`config.mk`:
```
export PLATFORM = sky130hd
export DESIGN_NAME = irRunEncoder
export DESIGN_NICKNAME = d
export VERILOG_FILES = /design/src/rtl/irEnc_pkg.sv /design/src/rtl/irEncData.sv /design/src/rtl/irEncCtl.sv /design/src/rtl/irRunEncoder.sv
export SDC_FILE = /design/constraint.sdc
export NUM_CORES = 1
export LEC_CHECK = 0
export BUFFER_PORTS_ARGS = -buffer_cell sky130_fd_sc_hd__buf_4
export CAP_MARGIN = 20
export CORE_ASPECT_RATIO = 1.5
export CORE_UTILIZATION = 35
export CTS_BUF_LIST = sky130_fd_sc_hd__clkbuf_16
export DETAILED_ROUTE_END_ITERATION = 10
export GPL_TIMING_DRIVEN = 0
export SLEW_MARGIN = 40
export SYNTH_ARGS = -nofsm -noshare
export SYNTH_HDL_FRONTEND = slang
export SYNTH_SLANG_ARGS = --single-unit
```
`constraint.sdc`:
```
create_clock -name clk -period 8.4 [get_ports clk]
set_input_delay 1.68 -clock clk [delete_from_list [all_inputs] [get_ports clk]]
set_output_delay 1.68 -clock clk [all_outputs]
set_load 0.05 [all_outputs]
```
`src/rtl/irEnc_pkg.sv`:
```
package irEnc_pkg;

  // Status flags the datapath reports to the control each clock.
  typedef struct packed {
    logic tick;     // sample instant
    logic smp;      // synchronized, polarity-corrected sample
    logic candOk;   // the current opposite-level streak reaches the noise threshold
    logic idleHit;  // continuing the space run reaches the idle threshold
    logic runZero;  // no pending samples in the current run
  } dpStat_t;

  // Strobes the control sends to the datapath.
  typedef struct packed {
    logic clear;    // block disabled: drop all run state
    logic candClr;  // discard opposite-level streak
    logic candInc;  // extend opposite-level streak
    logic merge;    // sample continues the run, absorb any streak
    logic accept;   // level change accepted, start new run
    logic emitPrev; // with accept: write the finished run
    logic flush;    // idle reached: write space run, end packet
    logic level;    // level of the run being written
  } ctlStrb_t;

endpackage

```
`src/rtl/irEncData.sv`:
```
module irEncData
  import irEnc_pkg::*;
#(
  parameter int DIV_RATIO = 64,
  parameter int NOISE_W   = 6,
  parameter int IDLE_W    = 8
) (
  input  logic               clk,
  input  logic               rstN,
  input  logic               active,
  input  logic               invertIn,
  input  logic [NOISE_W-1:0] noiseThr,
  input  logic [IDLE_W-1:0]  idleThr,
  input  logic               irIn,
  input  ctlStrb_t           strb,
  output dpStat_t            stat,
  output logic               wrEn,
  output logic [7:0]         wrData,
  output logic               pktEnd
);

  localparam int DIV_W  = (DIV_RATIO > 2) ? $clog2(DIV_RATIO) : 1;
  localparam logic [DIV_W-1:0] DIV_LAST = DIV_W'(DIV_RATIO - 1);
  localparam int RUN_W  = 8;
  localparam int SUM_W  = RUN_W + 1;
  localparam int CAND_W = NOISE_W + 1;
  localparam int IDL_W1 = IDLE_W + 1;
  localparam logic [SUM_W-1:0] CHUNK = SUM_W'(128);

  logic [1:0]         syncQ;
  logic [DIV_W-1:0]   divCnt;
  logic [NOISE_W-1:0] candLen;
  logic [RUN_W-1:0]   runLen;
  logic [IDLE_W-1:0]  idleCnt;

  logic [CAND_W-1:0]  candNext;
  logic [CAND_W-1:0]  thrEff;
  logic [SUM_W-1:0]   sumMerge;
  logic [IDL_W1-1:0]  idleSum;
  logic [IDLE_W-1:0]  idleNext;
  logic [RUN_W-1:0]   runDec;
  logic [SUM_W-1:0]   sumDec;
  logic [6:0]         flushCode;

  // Two-flop synchronizer on the polarity-corrected line.
  always_ff @(posedge clk or negedge rstN) begin
    if (!rstN) syncQ <= 2'b00;
    else       syncQ <= {syncQ[0], irIn ^ invertIn};
  end

  // Sample-rate divider.
  always_ff @(posedge clk or negedge rstN) begin
    if (!rstN)                 divCnt <= '0;
    else if (!active)          divCnt <= '0;
    else if (divCnt == DIV_LAST) divCnt <= '0;
    else                       divCnt <= divCnt + DIV_W'(1);
  end

  always_comb begin
    candNext  = {1'b0, candLen} + CAND_W'(1);
    thrEff    = (noiseThr == '0) ? CAND_W'(1) : {1'b0, noiseThr};
    sumMerge  = {1'b0, runLen} + SUM_W'(candNext);
    idleSum   = {1'b0, idleCnt} + IDL_W1'(candNext);
    idleNext  = idleSum[IDLE_W] ? '1 : idleSum[IDLE_W-1:0];
    runDec    = runLen - RUN_W'(1);
    sumDec    = sumMerge - SUM_W'(1);
    flushCode = (sumMerge >= CHUNK) ? 7'h7f : sumDec[6:0];

    stat.tick    = active && (divCnt == DIV_LAST);
    stat.smp     = syncQ[1];
    stat.candOk  = candNext >= thrEff;
    stat.idleHit = (idleThr != '0) && (idleNext >= idleThr);
    stat.runZero = (runLen == '0);
  end

  always_ff @(posedge clk or negedge rstN) begin
    if (!rstN) begin
      candLen <= '0;
      runLen  <= '0;
      idleCnt <= '0;
      wrEn    <= 1'b0;
      wrData  <= '0;
      pktEnd  <= 1'b0;
    end else begin
      wrEn   <= 1'b0;
      pktEnd <= 1'b0;
      if (strb.clear) begin
        candLen <= '0;
        runLen  <= '0;
        idleCnt <= '0;
      end else if (strb.candClr) begin
        candLen <= '0;
      end else if (strb.candInc) begin
        candLen <= candNext[NOISE_W-1:0];
      end else if (strb.merge) begin
        candLen <= '0;
        idleCnt <= idleNext;
        if (sumMerge >= CHUNK) begin
          wrEn   <= 1'b1;
          wrData <= {strb.level, 7'h7f};
          runLen <= RUN_W'(sumMerge - CHUNK);
        end else begin
          runLen <= sumMerge[RUN_W-1:0];
        end
      end else if (strb.accept) begin
        if (strb.emitPrev) begin
          wrEn   <= 1'b1;
          wrData <= {strb.level, runDec[6:0]};
        end
        runLen  <= RUN_W'(candNext);
        idleCnt <= IDLE_W'(candNext);
        candLen <= '0;
      end else if (strb.flush) begin
        wrEn    <= 1'b1;
        wrData  <= {1'b0, flushCode};
        pktEnd  <= 1'b1;
        runLen  <= '0;
        candLen <= '0;
        idleCnt <= '0;
      end
    end
  end

  // a write only follows a sample instant, and lasts one clock.
  p_write_after_tick_r8: assert property (@(posedge clk) disable iff (!rstN)
    wrEn |-> $past(stat.tick));
  p_write_single_r8: assert property (@(posedge clk) disable iff (!rstN)
    wrEn |=> !wrEn);
  // packet end coincides with a space byte.
  p_pktend_space_r6: assert property (@(posedge clk) disable iff (!rstN)
    pktEnd |-> (wrEn && !wrData[7]));
  // disabled block stays silent.
  p_quiet_disabled_r1: assert property (@(posedge clk) disable iff (!rstN)
    !active |=> (!wrEn && !pktEnd));
  // the pending run never holds a full chunk between samples.
  p_run_bound_r4: assert property (@(posedge clk) disable iff (!rstN)
    runLen < 8'd128);

endmodule

```
`src/rtl/irEncCtl.sv`:
```
module irEncCtl
  import irEnc_pkg::*;
(
  input  logic     clk,
  input  logic     rstN,
  input  logic     active,
  input  dpStat_t  stat,
  output ctlStrb_t strb
);

  logic curLevel;  // level of the run being measured
  logic idleSt;    // waiting for the first pulse of a packet

  always_comb begin
    strb       = '0;
    strb.level = curLevel;
    strb.clear = !active;
    if (active && stat.tick) begin
      if (idleSt) begin
        if (stat.smp) begin
          if (stat.candOk) strb.accept  = 1'b1;
          else             strb.candInc = 1'b1;
        end else begin
          strb.candClr = 1'b1;
        end
      end else if (stat.smp == curLevel) begin
        if (!curLevel && stat.idleHit) strb.flush = 1'b1;
        else                           strb.merge = 1'b1;
      end else if (stat.candOk) begin
        strb.accept   = 1'b1;
        strb.emitPrev = !stat.runZero;
      end else begin
        strb.candInc = 1'b1;
      end
    end
  end

  always_ff @(posedge clk or negedge rstN) begin
    if (!rstN) begin
      curLevel <= 1'b0;
      idleSt   <= 1'b1;
    end else if (!active) begin
      curLevel <= 1'b0;
      idleSt   <= 1'b1;
    end else if (strb.accept) begin
      curLevel <= stat.smp;
      idleSt   <= 1'b0;
    end else if (strb.flush) begin
      idleSt   <= 1'b1;
    end
  end

  // the waiting state always measures from the space level.
  p_idle_is_space_r7: assert property (@(posedge clk) disable iff (!rstN)
    idleSt |-> !curLevel);
  // a packet closes only out of a space run, and then waits.
  p_flush_then_wait_r6: assert property (@(posedge clk) disable iff (!rstN)
    strb.flush |=> (idleSt && !curLevel));
  // at most one action per sample.
  p_one_action_r5: assert property (@(posedge clk) disable iff (!rstN)
    $onehot0({strb.candClr, strb.candInc, strb.merge, strb.accept, strb.flush}));
  // nothing written when a packet starts.
  p_no_emit_on_start_r7: assert property (@(posedge clk) disable iff (!rstN)
    (idleSt && strb.accept) |-> !strb.emitPrev);

endmodule

```
`src/rtl/irRunEncoder.sv`:
```
module irRunEncoder
  import irEnc_pkg::*;
#(
  parameter int DIV_RATIO = 64,
  parameter int NOISE_W   = 6,
  parameter int IDLE_W    = 8
) (
  input  logic               clk,
  input  logic               rstN,
  input  logic               globalEn,
  input  logic               rxEn,
  input  logic [1:0]         modeSel,
  input  logic               invertIn,
  input  logic [NOISE_W-1:0] noiseThr,
  input  logic [IDLE_W-1:0]  idleThr,
  input  logic               irIn,
  output logic               wrEn,
  output logic [7:0]         wrData,
  output logic               pktEnd
);

  localparam logic [1:0] MODE_RUNLEN = 2'b11;

  logic     active;
  dpStat_t  stat;
  ctlStrb_t strb;

  assign active = globalEn && rxEn && (modeSel == MODE_RUNLEN);

  irEncData #(
    .DIV_RATIO(DIV_RATIO),
    .NOISE_W  (NOISE_W),
    .IDLE_W   (IDLE_W)
  ) uData (
    .clk     (clk),
    .rstN    (rstN),
    .active  (active),
    .invertIn(invertIn),
    .noiseThr(noiseThr),
    .idleThr (idleThr),
    .irIn    (irIn),
    .strb    (strb),
    .stat    (stat),
    .wrEn    (wrEn),
    .wrData  (wrData),
    .pktEnd  (pktEnd)
  );

  irEncCtl uCtl (
    .clk   (clk),
    .rstN  (rstN),
    .active(active),
    .stat  (stat),
    .strb  (strb)
  );

endmodule

```
[Word-level counts from Yosys, hierarchy flattened]
Index checks and enable logic that the tools add are counted.
W data, S select, Z words.
Word-level totals
  register bits after elaboration: 42
Operators by class
  add/subtract/negate cells: 7
  magnitude comparators: 3
  equality and inequality tests: 11
  mux-type cells: 63
  bitwise operators: 3
  reduce and logical (&&, ||, !) cells: 14
Operators by type and width (number)
  $mux W8: 17
  $mux W6: 10
  $mux W1: 32
  $add A8 B7 Y9: 2
  $sub A7 B1 Y7 const B: 2
  $ge A9 B8 Y1 const B: 1
  $ge A8 B8 Y1: 1
  $logic_not A8 Y1: 1
  $reduce_bool A8 Y1: 1
  $sub A8 B8 Y8 const B: 1
  $add A6 B1 Y7 const B: 1
  $ge A7 B7 Y1: 1
  $mux W7: 1
  $add A6 B1 Y6 const B: 1
  $eq A6 B6 Y1 const B: 1
  $logic_and A1 B1 Y1: 6
  $logic_not A6 Y1: 1
  $mux W2: 3
  $ne A2 B2 Y1 const B: 3
  $ne A6 B6 Y1 const B: 1
  $reduce_and A6 Y1: 1
  $ne A4 B4 Y1 const B: 1
  $ne A3 B2 Y1 const B: 1
  $ne A3 B3 Y1 const B: 1
  8 further kinds: 10

[Longest topological paths before layout]
Gate-level depths: netlist (run 1).
  depth in word-level cells: 16
  mapped depth: 18
  gate-level depth less buffers: 17

[Hierarchy]
From an unflattened synthesis (run 1), not the netlist that was laid out.
Unflattened totals
  cells, all modules: 374
  area total of the unflattened synthesis: 3320.7 sq um
By module, submodules not included
  irEncData: instances 1, cells an instance 347, area each 3104.2 sq um
  irEncCtl: instances 1, cells an instance 26, area each 207.7 sq um
  irRunEncoder: instances 1, cells an instance 1, area each 8.8 sq um

[Worst setup path before layout (run 1)]
OpenSTA, ideal clock, no wires.
  path type: flip-flop to flip-flop
  from: reg uData.candLen[0]
  to: reg uData.wrData[7]
  setup time: 79 ps
  arrival time: 3686 ps
  setup slack: 4634 ps
  stages on the path, launching flop included: 16
  path buffers: 0
  clock period less this slack: 3766 ps
  cells stage by stage: dfrtp_1 > ha_1 > xnor2_1 > inv_1 > ha_1 > a211oi_1 > nor2_1 > o211a_1 > nor2_1 > ha_1 > nand2b_1 > a2111oi_0 > o31ai_1 > a21o_1 > o22ai_4 > mux2i_1
Between the ends
  longest elaborated chain between the ends: 12
RTL lines
  start: declaration: line irEncData.sv:32  | logic [NOISE_W-1:0] candLen;
  start signal: assignment: line irEncData.sv:94  | candLen <= candNext[NOISE_W-1:0];
  $add A6 B1 Y7 *: line irEncData.sv:60  | candNext = {1'b0, candLen} + CAND_W'(1);
  $add A8 B7 Y9: line irEncData.sv:63  | idleSum = {1'b0, idleCnt} + IDL_W1'(candNext);
  $mux W8: line irEncData.sv:64  | idleNext = idleSum[IDLE_W] ? '1 : idleSum[IDLE_W-1:0];
  $ge A8 B8 Y1: line irEncData.sv:72  | stat.idleHit = (idleThr != '0) && (idleNext >= idleThr);
  $logic_and A1 B1 Y1: line irEncData.sv:72
  $logic_and A1 B1 Y1: line irEncCtl.sv:27  | if (!curLevel && stat.idleHit) strb.flush = 1'b1;
  $mux W1: line irEncCtl.sv:27
  $mux W1: line irEncCtl.sv:26  | end else if (stat.smp == curLevel) begin
  $mux W1 / $mux W2 (equally long branches): line irEncCtl.sv:19  | if (idleSt) begin
  $mux W6: line irEncCtl.sv:18  | if (active && stat.tick) begin
  $ne A3 B2 Y1 (no source line) (tied with other cells)
  $reduce_and A6 Y1 (no source line)
  end signal: assignment: line irEncData.sv:100  | wrData <= {strb.level, 7'h7f};
  end signal: assignment: line irEncData.sv:108  | wrData <= {strb.level, runDec[6:0]};
  end signal: assignment: line irEncData.sv:115  | wrData <= {1'b0, flushCode};
  end: declaration: line irEncData.sv:18  | output logic [7:0] wrData,
Mark *: on every way between the ends. The rest lies on a longest branch, timed or not.
A chain may end at the register's enable or synchronous reset.

[Final worst setup path (run 1)]
  from: reg uData.candLen[0]
  to: reg uData.idleCnt[6]
Between the ends
  longest elaborated chain between the ends: 14
RTL lines
  $add A6 B1 Y7 *: line irEncData.sv:60
  $add A8 B7 Y9: line irEncData.sv:63
  $mux W8: line irEncData.sv:64
  $ge A8 B8 Y1: line irEncData.sv:72
  $logic_and A1 B1 Y1: line irEncData.sv:72
  $logic_and A1 B1 Y1: line irEncCtl.sv:27
  $mux W1: line irEncCtl.sv:27
  $mux W1: line irEncCtl.sv:26
  $mux W1: line irEncCtl.sv:19
  $mux W6: line irEncCtl.sv:18
  $mux W8: line irEncData.sv:95  | end else if (strb.merge) begin
  $mux W8: line irEncData.sv:93  | end else if (strb.candInc) begin
  $mux W8: line irEncData.sv:91  | end else if (strb.candClr) begin
  $mux W8: line irEncData.sv:87  | if (strb.clear) begin
  end signal: assignment: line irEncData.sv:97  | idleCnt <= idleNext;
  end signal: assignment: line irEncData.sv:111  | idleCnt <= IDLE_W'(candNext);
  end: declaration: line irEncData.sv:34  | logic [IDLE_W-1:0] idleCnt;
Mark *: on every way between the ends. The rest lies on a longest branch, timed or not. The select of a mux whose other input is x is not followed.

==> results of run 1 <==
-- layout make-up --
type                            count  share of cell area
Tap cell                          110              0.0365
Clock buffer                        5              0.0332
Buffer                              4             0.00864
Timing Repair Buffer               31              0.0618
Multi-Input combinational cell    269               0.536
Clock inverter                      3             0.00997
Sequential cell                    42               0.279
Inverter                           35              0.0349
-- through the flow --
step                      worst slack (ps)  cells  hold slack, ps  utilization
after detailed placement              3760    491             338        0.405
after global placement                3770    491             338        0.405
after CTS                             3720    499             352        0.423
after global routing                  3230    499             370        0.424
final                                 3780    499             350        0.424
after floorplan                       4630    350             331            -
-- sequential cells by signal, summed over array words and instances, names as in the netlist --
signal and flops:
uData.idleCnt 8, uData.runLen 8, uData.wrData 8, uData.candLen 6
uData.divCnt 6, uData.syncQ 2, uCtl.curLevel 1, uCtl.idleSt 1
uData.pktEnd 1, uData.wrEn 1
-- worst paths after layout --
kind / slack, ps / endpoint / depth (start not counted) / startpoint
worst min register to register: 350 / uData.syncQ[1] / 0 / uData.syncQ[0]
min in group asynchronous: 1390 / uData.syncQ[0] / 1 / rstN
max in group asynchronous: 6630 / uData.candLen[5] / 1 / rstN
worst max register to register: 3780 / uData.idleCnt[6] / 16 / uData.candLen[0]
worst min-delay path: 350 / uData.syncQ[1] / 0 / uData.syncQ[0]
worst max-delay path: 3780 / uData.idleCnt[6] / 16 / uData.candLen[0]
-- layer usage --
metal	part of all wire	vias to the layer above
li1	-	1357
met1	0.39	1286
met2	0.55	37
met3	0.022	16
met4	0.036	0
met5	0	-
-- Yosys cell counts (2+ instances only) --
master     count
a22oi_1        2
xor2_1        12
mux2_2         4
o22ai_1        3
o21a_1         5
o211a_1        2
nand2_1       17
buf_6          2
nor2b_1        2
o31a_1         2
buf_2          2
a211oi_1       6
and3_1         3
mux2i_1        3
o2bb2ai_1      3
nand2b_1       8
nor3_1         7
a21o_1         8
a31o_2         2
a32oi_1        2
a221o_1        5
nor2_1        33
a22o_1         2
fa_1           2
nand4_1        2
ha_1          33
o31ai_1        3
dfrtp_1       41
o211ai_1       3
xnor2_1       14
or2_2          3
inv_1         35
nand3_1       10
a21oi_1       15
nor4_1         5
or3_1          4
a221oi_1       4
o21ai_0       19
-- where the power goes --
part / total, W / switching, W / internal [W]
clock: 0.000219 / 0.0000809 / 0.000138
sequential: 0.000205 / 0.000000930 / 0.000204
combinational: 0.0000247 / 0.0000131 / 0.0000115
total: 0.000448 / 0.0000949 / 0.000353
-- critical path, stage by stage (launching register included) --
cell,delay [ps]
dfrtp_1,480
ha_1,290
xnor2_1,280
inv_1,190
ha_1,380
a211oi_1,320
nor2_1,110
o211a_1,290
nor2_1,230
ha_1,270
nand2b_1,130
a2111oi_0,430
o31ai_1,220
a21oi_1,320
buf_2,320
o21ai_0,150
a21oi_1,150
-- layout by cell type, fill, tap and decap left out, types with 4 or more instances in the layout --
cell / count
a211oi_1: 6
a21o_1: 8
a21oi_1: 15
a221o_1: 5
a221oi_1: 4
buf_4: 31
clkbuf_16: 5
dfrtp_1: 41
ha_1: 33
inv_1: 36
mux2_2: 4
nand2_1: 17
nand2b_1: 8
nand3_1: 10
nor2_1: 33
nor3_1: 7
nor4_1: 5
o21a_1: 5
o21ai_0: 19
or3_1: 4
xnor2_1: 14
xor2_1: 12
-- kinds of logic (layout without fill, tap and decap cells) --
| logic type | after synthesis | in the layout | share of synthesized area |
|---|---|---|---|
| and+or+nand+nor | 102 | 102 | 0.161 |
| AOI/OAI and AO/OA | 99 | 99 | 0.228 |
| DFF | 42 | 42 | 0.326 |
| buffers and inverters | 39 | 78 | 0.0508 |
| adders and majority gates | 35 | 35 | 0.140 |
| xor gates and xnor gates | 26 | 26 | 0.0706 |
| muxes | 7 | 7 | 0.0233 |
==> run metrics, run 1 <==
worst-case clock skew=7.76 ps; initial antenna violation count=0; detailed-router iteration count before antenna repair=4; IR drop worst, VDD=118 uV; Multi-input gate area=2020 sq um; Initial DRC Count=136; Leakage Power=1.91 nW; Fillers=907; vias per cell=5.40; Via Count=2696; Global Route Usage Sum=0.182; Rel. slew slack=0.562; Fmax=0.216 GHz; # DRC=0; Initial Util=0.363; Final Hold Vio Count=0; H-tree Lvls=2; min Tclk post-route=4620 ps; vias in the first global route=2714; yosys warns=0; Hold Buf Count CTS=0; boundary pin count=32; Final Wtd Congestion=0.897; CP Data Arrival Time=4830 ps; period utilization=0.550; Die H=120 microns; WP data required=8610 ps; synth-to-layout area growth=16.7%; Die Footprint=9620 sq um; setup_tns=0 ps; Mean Syn Cell Area=9.22 sq um; WL final=8070 microns; post-cts sizing count=0; Pins Over Slew Limit=0; Max Buffers Root-to-Sink=2; IO buf count=31; Max Cap Violations=0; peak fanout along the critical path=10; Pwr per Cell Area=119 nW/um^2; Final #Nets=445; DRT antenna net count=0; largest net degree at the start of global routing=43; Yosys top cell area share=0.318; FFs w/ async S/R, synth=1.00; TritonCTS clock tree=done; # rows=42; # setup viols final=0; share of layout cells above drive strength 1=0.157; TritonCTS buffer count=5; Die Span X=80.4 microns; top cell type by total area after synthesis=dfrtp_1; ys flop type=dfrtp_1; Cells after Synth=350; busiest layer in global routing=met2; worst hold path class=flop to flop; RSZ-0062 raised after global routing=no; final total power=0.000448 W; kind of critical path=flop to flop; status=complete, no violations; clk sink count=42; synthesized flop and latch total=42; global-route wire length before repair=13400 microns; Area after DPL=3600 sq um; DR WL/cell=16.2 microns; EDFF count, synth=0; CP startpoint kind=flop; Synth area leaders=dfrtp_1, ha_1, inv_1; M1 GR Usage=0.206; Core ar.=8880 sq um; GRT met3 Usage=0.0236; detailed placement HPWL=6530 microns; Post-Syn Area=3230 sq um; Finished Cell Area=3770 sq um; Seq/Total Area, Yosys=0.326; Least-Margin Pin Slew=657 ps; area occupied by registers=1050 sq um; clock slew seen by the registers of the worst setup and hold paths=60 ps; worst-skew pair later-pin latency=290 ps; GRT overflow=0; post-CTS setup buffer count=0; syn_nets=407; Yosys cell types=60; # diodes=0; M2 GR Usage=0.330; crit path capture type=flop; clk root buf=clkbuf_16
No activity file was read; power rests on OpenSTA's default activity.
==> inputs of run 2 (changes only) <==
==> constraint.sdc (replaced) <==
create_clock -name clk -period 4.45 [get_ports clk]
set_input_delay 0.89 -clock clk [delete_from_list [all_inputs] [get_ports clk]]
set_output_delay 0.89 -clock clk [all_outputs]
set_load 0.05 [all_outputs]
==> run 2 against run 1 <==
Net effect: sequential power is 88% higher; maximum frequency is 9.9% higher; non-clock buffer count is 6 higher; flip-flop and latch count stayed put; global-route usage is 0.16 points higher; sequential share of layout area is 1.0 points lower; critical path depth stayed put; critical endpoint is now uData.idleCnt[5].
==> run metrics, run 2 (synthesis gave the netlist of run 1 again) <==
final core occ=0.440 (+0.0163); boundary pin count=32 (unchanged); Pwr per Cell Area=217 nW/um^2 (+82%); Via Count=2755 (+2.2%); largest net degree at the start of global routing=43 (unchanged); clock slew seen by the registers of the worst setup and hold paths=60 ps (about the same); setup_tns=0 ps (unchanged); kind of critical path=flop to flop; Initial Util=0.363 (unchanged); crit path capture type=flop; GRT overflow=0 (unchanged); leading cell type in the layout, fill and taps excluded=dfrtp_1; detailed placement HPWL=6530 microns (unchanged); clk sink count=42 (unchanged); Die Footprint=9620 sq um (unchanged); vias per cell=5.46 (+0.97%); WP data required=4620 ps (-3990 ps); TritonCTS clock tree=done; IO buf count=31 (unchanged); # diodes=0 (unchanged); Initial DRC Count=131 (-3.7%); Core ar.=8880 sq um (unchanged); Final WS setup=244 ps (-3530 ps); # rows=42 (unchanged); IR drop worst, VDD=219 uV (+85%); CP Data Arrival Time=4370 ps (-460 ps); Final #Nets=451 (+1.3%); DR WL/cell=16.5 microns (+1.9%); commonest non-fill, non-tap cells in the layout=dfrtp_1, buf_4, inv_1; status=complete, no violations; Die H=120 microns (unchanged); worst r2r path cells=16 (unchanged); Leakage Power=1.94 nW (+1.5%); Final Hold Vio Count=0 (unchanged); period utilization=0.945 (+0.395); CP startpoint kind=flop; Hold Path Cell Cnt=0 (unchanged); synth-to-layout area growth=21.2%; initial antenna violation count=0 (unchanged); final total power=0.000849 W (+89%); Fillers=888 (-2.1%); min Tclk post-route=4210 ps (-418 ps); Global Route Usage Sum=0.183 (+0.00163); worst r2r src=uData.candLen[0]; Endpoint, Worst Hold=uData.syncQ[1]; worst-case clock skew=7.23 ps (-0.530 ps); TritonCTS buffer count=5 (unchanged); Least-Margin Pin Slew=641 ps (-16.6 ps); global-route wire length before repair=13500 microns (+1.0%); hold path startpoint=uData.syncQ[0]; # setup viols final=0 (unchanged); share of layout cells above drive strength 1=0.208 (+0.0508); Area after DPL=3600 sq um (unchanged); Die Span X=80.4 microns (unchanged); peak fanout along the critical path=10 (unchanged); worst hold path class=flop to flop; Max Buffers Root-to-Sink=2 (unchanged); Top Registers=uData.idleCnt x8, uData.runLen x8, uData.wrData x8; Max Cap Violations=0 (unchanged); worst-skew pair later-pin latency=290 ps (about the same); DRT antenna net count=0 (unchanged); WL final=8330 microns (+3.2%); pre-CTS WS=-187 ps (-3950 ps); Final Wtd Congestion=0.897 (unchanged); detailed-router iteration count before antenna repair=4 (unchanged); Finished Cell Area=3910 sq um (+3.9%); Pins Over Slew Limit=0 (unchanged); H-tree Lvls=2 (unchanged); # DRC=0 (unchanged); Fmax=0.238 GHz (+9.9%); Hold Buf Count CTS=0 (unchanged); clk root buf=clkbuf_16; vias in the first global route=2747 (+1.2%); Rel. slew slack=0.573 (+0.0110); Worst R2R Setup Slack=240 ps (-3530 ps); worst reg2reg path endpoint=uData.idleCnt[5]
==> run 2: final cells by class <==
| class | instances | area [sq um] | share of cell area |
|---|---|---|---|
| multi-input cells | 269 | 2110 | 0.540 |
| flip-flops and latches | 42 | 1050 | 0.269 |
| repair buffers | 37 | 278 | 0.0710 |
| well taps | 110 | 138 | 0.0352 |
| inverters | 35 | 131 | 0.0336 |
| clock buffers | 5 | 125 | 0.0320 |
| clock inverters | 3 | 37.5 | 0.00960 |
| plain buffers | 4 | 35.0 | 0.00896 |
==> run 2: how the worst max path moves through the flow <==
| stage | end | cells after the start | startpoint | slack, ps |
|---|---|---|---|---|
| 3_5_place_dp | uData.wrData[5] | 15 | uData.candLen[0] | -190 |
| 6_report | uData.idleCnt[5] | 16 | uData.candLen[0] | 240 |
| 2_1_floorplan | uData.wrData[7] | 15 | uData.candLen[0] | 680 |
| 3_3_place_gp | uData.idleCnt[5] | 16 | uData.candLen[0] | -180 |
| 5_1_grt | uData.idleCnt[5] | 16 | uData.candLen[2] | -60 |
| 4_1_cts | uData.wrData[7] | 15 | uData.candLen[0] | 20 |
==> run 2: worst max-delay path, cell delays in order (launching register included) <==
cell	delay, ps
dfrtp_2	450
ha_2	230
xnor2_2	200
inv_1	170
ha_4	320
o21ai_0	90
nor2_1	250
o221ai_2	170
a2111o_1	390
a21o_1	180
ha_1	310
nand4_1	150
o31ai_4	400
a21oi_2	140
clkbuf_4	240
o2bb2ai_1	140
mux2_2	260
==> run 2: timing repair <==
| action | CTS | global route |
|---|---|---|
| setup buffers | 0 | 6 |
| pin swaps | 1 | 4 |
| endpoints found under the setup margin | 20 | 25 |
| resized for setup | 9 | 10 |
==> run 2: metal layers <==
layer / up-vias / share of wire / global-route usage
met1: 1331 / 0.38 / 0.208
met4: 0 / 0.037 / 0.0848
li1: 1368 / - / -
met5: - / 0 / 0
met2: 40 / 0.56 / 0.330
met3: 16 / 0.022 / 0.0236
==> run 2: power by group <==
part / internal [W] / switching [W]
clock: 0.000261 / 0.000153
sequential: 0.000384 / 0.00000189
combinational: 0.0000227 / 0.0000260
==> run 2: metrics by stage <==
| step | hold WS [ps] | std cells |
|---|---|---|
| 2_1_floorplan | 331 | 350 |
| 3_3_place_gp | 338 | 491 |
| 3_5_place_dp | 338 | 491 |
| 4_1_cts | 352 | 499 |
| 5_1_grt | 370 | 505 |
| 6_report | 349 | 505 |
==> inputs of run 3 (changes only) <==
--- a/config.mk
+++ b/config.mk
@@ -8,10 +8,13 @@
 export BUFFER_PORTS_ARGS = -buffer_cell sky130_fd_sc_hd__buf_4
 export CAP_MARGIN = 20
 export CORE_ASPECT_RATIO = 1.5
+export CORE_MARGIN = 8
 export CORE_UTILIZATION = 35
 export CTS_BUF_LIST = sky130_fd_sc_hd__clkbuf_16
 export DETAILED_ROUTE_END_ITERATION = 10
+export GPL_ROUTABILITY_DRIVEN = 0
 export GPL_TIMING_DRIVEN = 0
+export SKIP_CTS_REPAIR_TIMING = 1
 export SLEW_MARGIN = 40
 export SYNTH_ARGS = -nofsm -noshare
 export SYNTH_HDL_FRONTEND = slang
==> run 3 against run 2 <==
Net effect: non-clock buffer count decreased by 2; cell count increased by 0.20%; sequential share of layout area increased by 0.34 points; combinational power about the same; setup slack got worse by 32 ps; total power decreased by 8.1%; critical path type unchanged; largest power group is now registers; highest routed layer unchanged.
==> run metrics, run 3 (synthesis gave the netlist of run 1 again) <==
TritonCTS buffer count=5 (unchanged); min Tclk post-route=4240 ps (+32.4 ps); hold_ws=352 ps (+3.08 ps); kind of critical path=flop to flop; WP data required=4620 ps (about the same); Core ar.=9090 sq um (+2.4%); # diodes=0 (unchanged); leading cell type in the layout, fill and taps excluded=dfrtp_1; worst r2r path cells=16 (unchanged); GRT met3 Usage=0.0225 (-0.00105); area occupied by registers=1050 sq um (unchanged); Die H=134 microns (+12%); worst reg2reg path endpoint=uData.idleCnt[5]; final core occ=0.425 (-0.0156); Initial DRC Count=128 (-2.3%); combinational power share=0.062 (+0.005); Endpoint, Worst Hold=uData.syncQ[1]; detailed-router iteration count before antenna repair=4 (unchanged); worst-skew pair later-pin latency=290 ps (about the same); share of layout cells above drive strength 1=0.190 (-0.0172); worst r2r src=uData.candLen[0]; M1 GR Usage=0.147 (-0.0611); WL final=8550 microns (+2.7%); worst-case clock skew=4.48 ps (-2.74 ps); Final Hold Vio Count=0 (unchanged); boundary pin count=32 (unchanged); internal power=0.000609 W (-8.8%); Max Buffers Root-to-Sink=2 (unchanged); # DRC=0 (unchanged); global-route wire length before repair=13900 microns (+2.6%); # setup viols final=0 (unchanged); GRT overflow=0 (unchanged); crit path capture type=flop; Initial Util=0.355 (-0.00845); initial antenna violation count=0 (unchanged); Max Cap Violations=0 (unchanged); Via Count=2781 (+0.94%); synth-to-layout area growth=19.7%; Pins Over Slew Limit=0 (unchanged); P_sw=0.000171 W (-5.3%); largest net degree at the start of global routing=43 (unchanged); switch share=0.219 (+0.00638); Die Footprint=12600 sq um (+31%); clock slew seen by the registers of the worst setup and hold paths=60 ps (about the same); CP Data Arrival Time=4410 ps (+40 ps); period utilization=0.952 (+0.00727); Leakage Power=1.94 nW (-0.36%); worst hold path class=flop to flop; IO buf count=31 (unchanged); peak fanout along the critical path=10 (unchanged); DRT antenna net count=0 (unchanged); Seq pwr share=0.495 (+0.040); H-tree Lvls=2 (unchanged); Final #Nets=450 (-0.22%); vias per cell=5.50 (+0.74%); Multi-input gate area=2100 sq um (-0.47%); status=complete, no violations; # rows=43 (+2.4%); IR drop worst, VDD=194 uV (-12%); setup_tns=0 ps (unchanged); Rel. slew slack=0.573 (about the same); clk root buf=clkbuf_16; Top Registers=uData.idleCnt x8, uData.runLen x8, uData.wrData x8; commonest non-fill, non-tap cells in the layout=dfrtp_1, inv_1, buf_4; Global Route Usage Sum=0.139 (-0.0442); DR WL/cell=16.9 microns (+2.5%); M2 GR Usage=0.246 (-0.0841); Least-Margin Pin Slew=641 ps (+0.0542 ps); hold path startpoint=uData.syncQ[0]; detailed placement HPWL=6780 microns (+3.7%); Pwr per Cell Area=202 nW/um^2 (-6.9%); Fillers=889 (+0.11%); Worst R2R Setup Slack=210 ps (-30 ps); Hold Path Cell Cnt=0 (unchanged); Fmax=0.236 GHz (-0.76%); vias in the first global route=2802 (+2.0%); CP startpoint kind=flop; clk sink count=42 (unchanged); clock share of power=0.443 (-0.045); busiest layer in global routing=met2; TritonCTS clock tree=done; Die Span X=94.4 microns (+17%)
-- run 3: area by class of cell --
class / count / share of cell area
multi-input cells: 270 / 0.545
flip-flops and latches: 42 / 0.273
repair buffers: 35 / 0.0680
well taps: 112 / 0.0363
inverters: 35 / 0.0340
clock buffers: 5 / 0.0324
plain buffers: 4 / 0.00907
clock inverters: 3 / 0.00292
-- run 3: metrics by stage --
| stage | instances | setup slack, ps | total power, W | area (sq um) |
|---|---|---|---|---|
| finish | 506 | 212 | 0.000781 | 3860 |
| global route | 506 | -25.8 | 0.000805 | 3860 |
| CTS | 501 | -246 | 0.000787 | 3740 |
| detailed placement | 493 | -208 | 0.000441 | 3600 |
| global placement | 493 | -182 | 0.000439 | 3600 |
| floorplan | 350 | 684 | 0.000412 | 3230 |
-- run 3: critical path, stage by stage (launching register included) --
cell	delay, ps
dfrtp_2	450
ha_1	270
nand3_1	150
xor2_2	270
inv_1	170
ha_1	260
or3_1	400
o211ai_1	330
o21ai_0	220
ha_1	320
o21a_1	110
nor2_1	50
o31ai_4	370
a21oi_2	150
buf_4	220
o2bb2ai_1	120
mux2_2	260
-- run 3: layer usage --
metal,up-vias,part of all wire
li1,1362,-
met1,1336,0.38
met2,57,0.54
met3,26,0.035
met4,0,0.052
met5,-,0
-- run 3: worst max path at each step --
stage | depth (start not counted) | slack, ps | start | end
floorplan | 15 | 680 | uData.candLen[0] | uData.wrData[7]
global placement | 16 | -180 | uData.candLen[0] | uData.idleCnt[6]
detailed placement | 16 | -210 | uData.candLen[0] | uData.idleCnt[6]
CTS | 16 | -250 | uData.candLen[0] | uData.idleCnt[6]
global route | 16 | -30 | uData.candLen[0] | uData.idleCnt[5]
finish | 16 | 210 | uData.candLen[0] | uData.idleCnt[5]
-- run 3: power by group through the flow --
| stage | sequential, W | clock, W | combinational [W] |
|---|---|---|---|
| 6_report | 0.000386 | 0.000345 | 0.0000487 |
| 3_3_place_gp | 0.000393 | 0 | 0.0000461 |
| 5_1_grt | 0.000386 | 0.000363 | 0.0000558 |
| 2_1_floorplan | 0.000393 | 0 | 0.0000189 |
| 3_5_place_dp | 0.000393 | 0 | 0.0000473 |
| 4_1_cts | 0.000386 | 0.000354 | 0.0000474 |
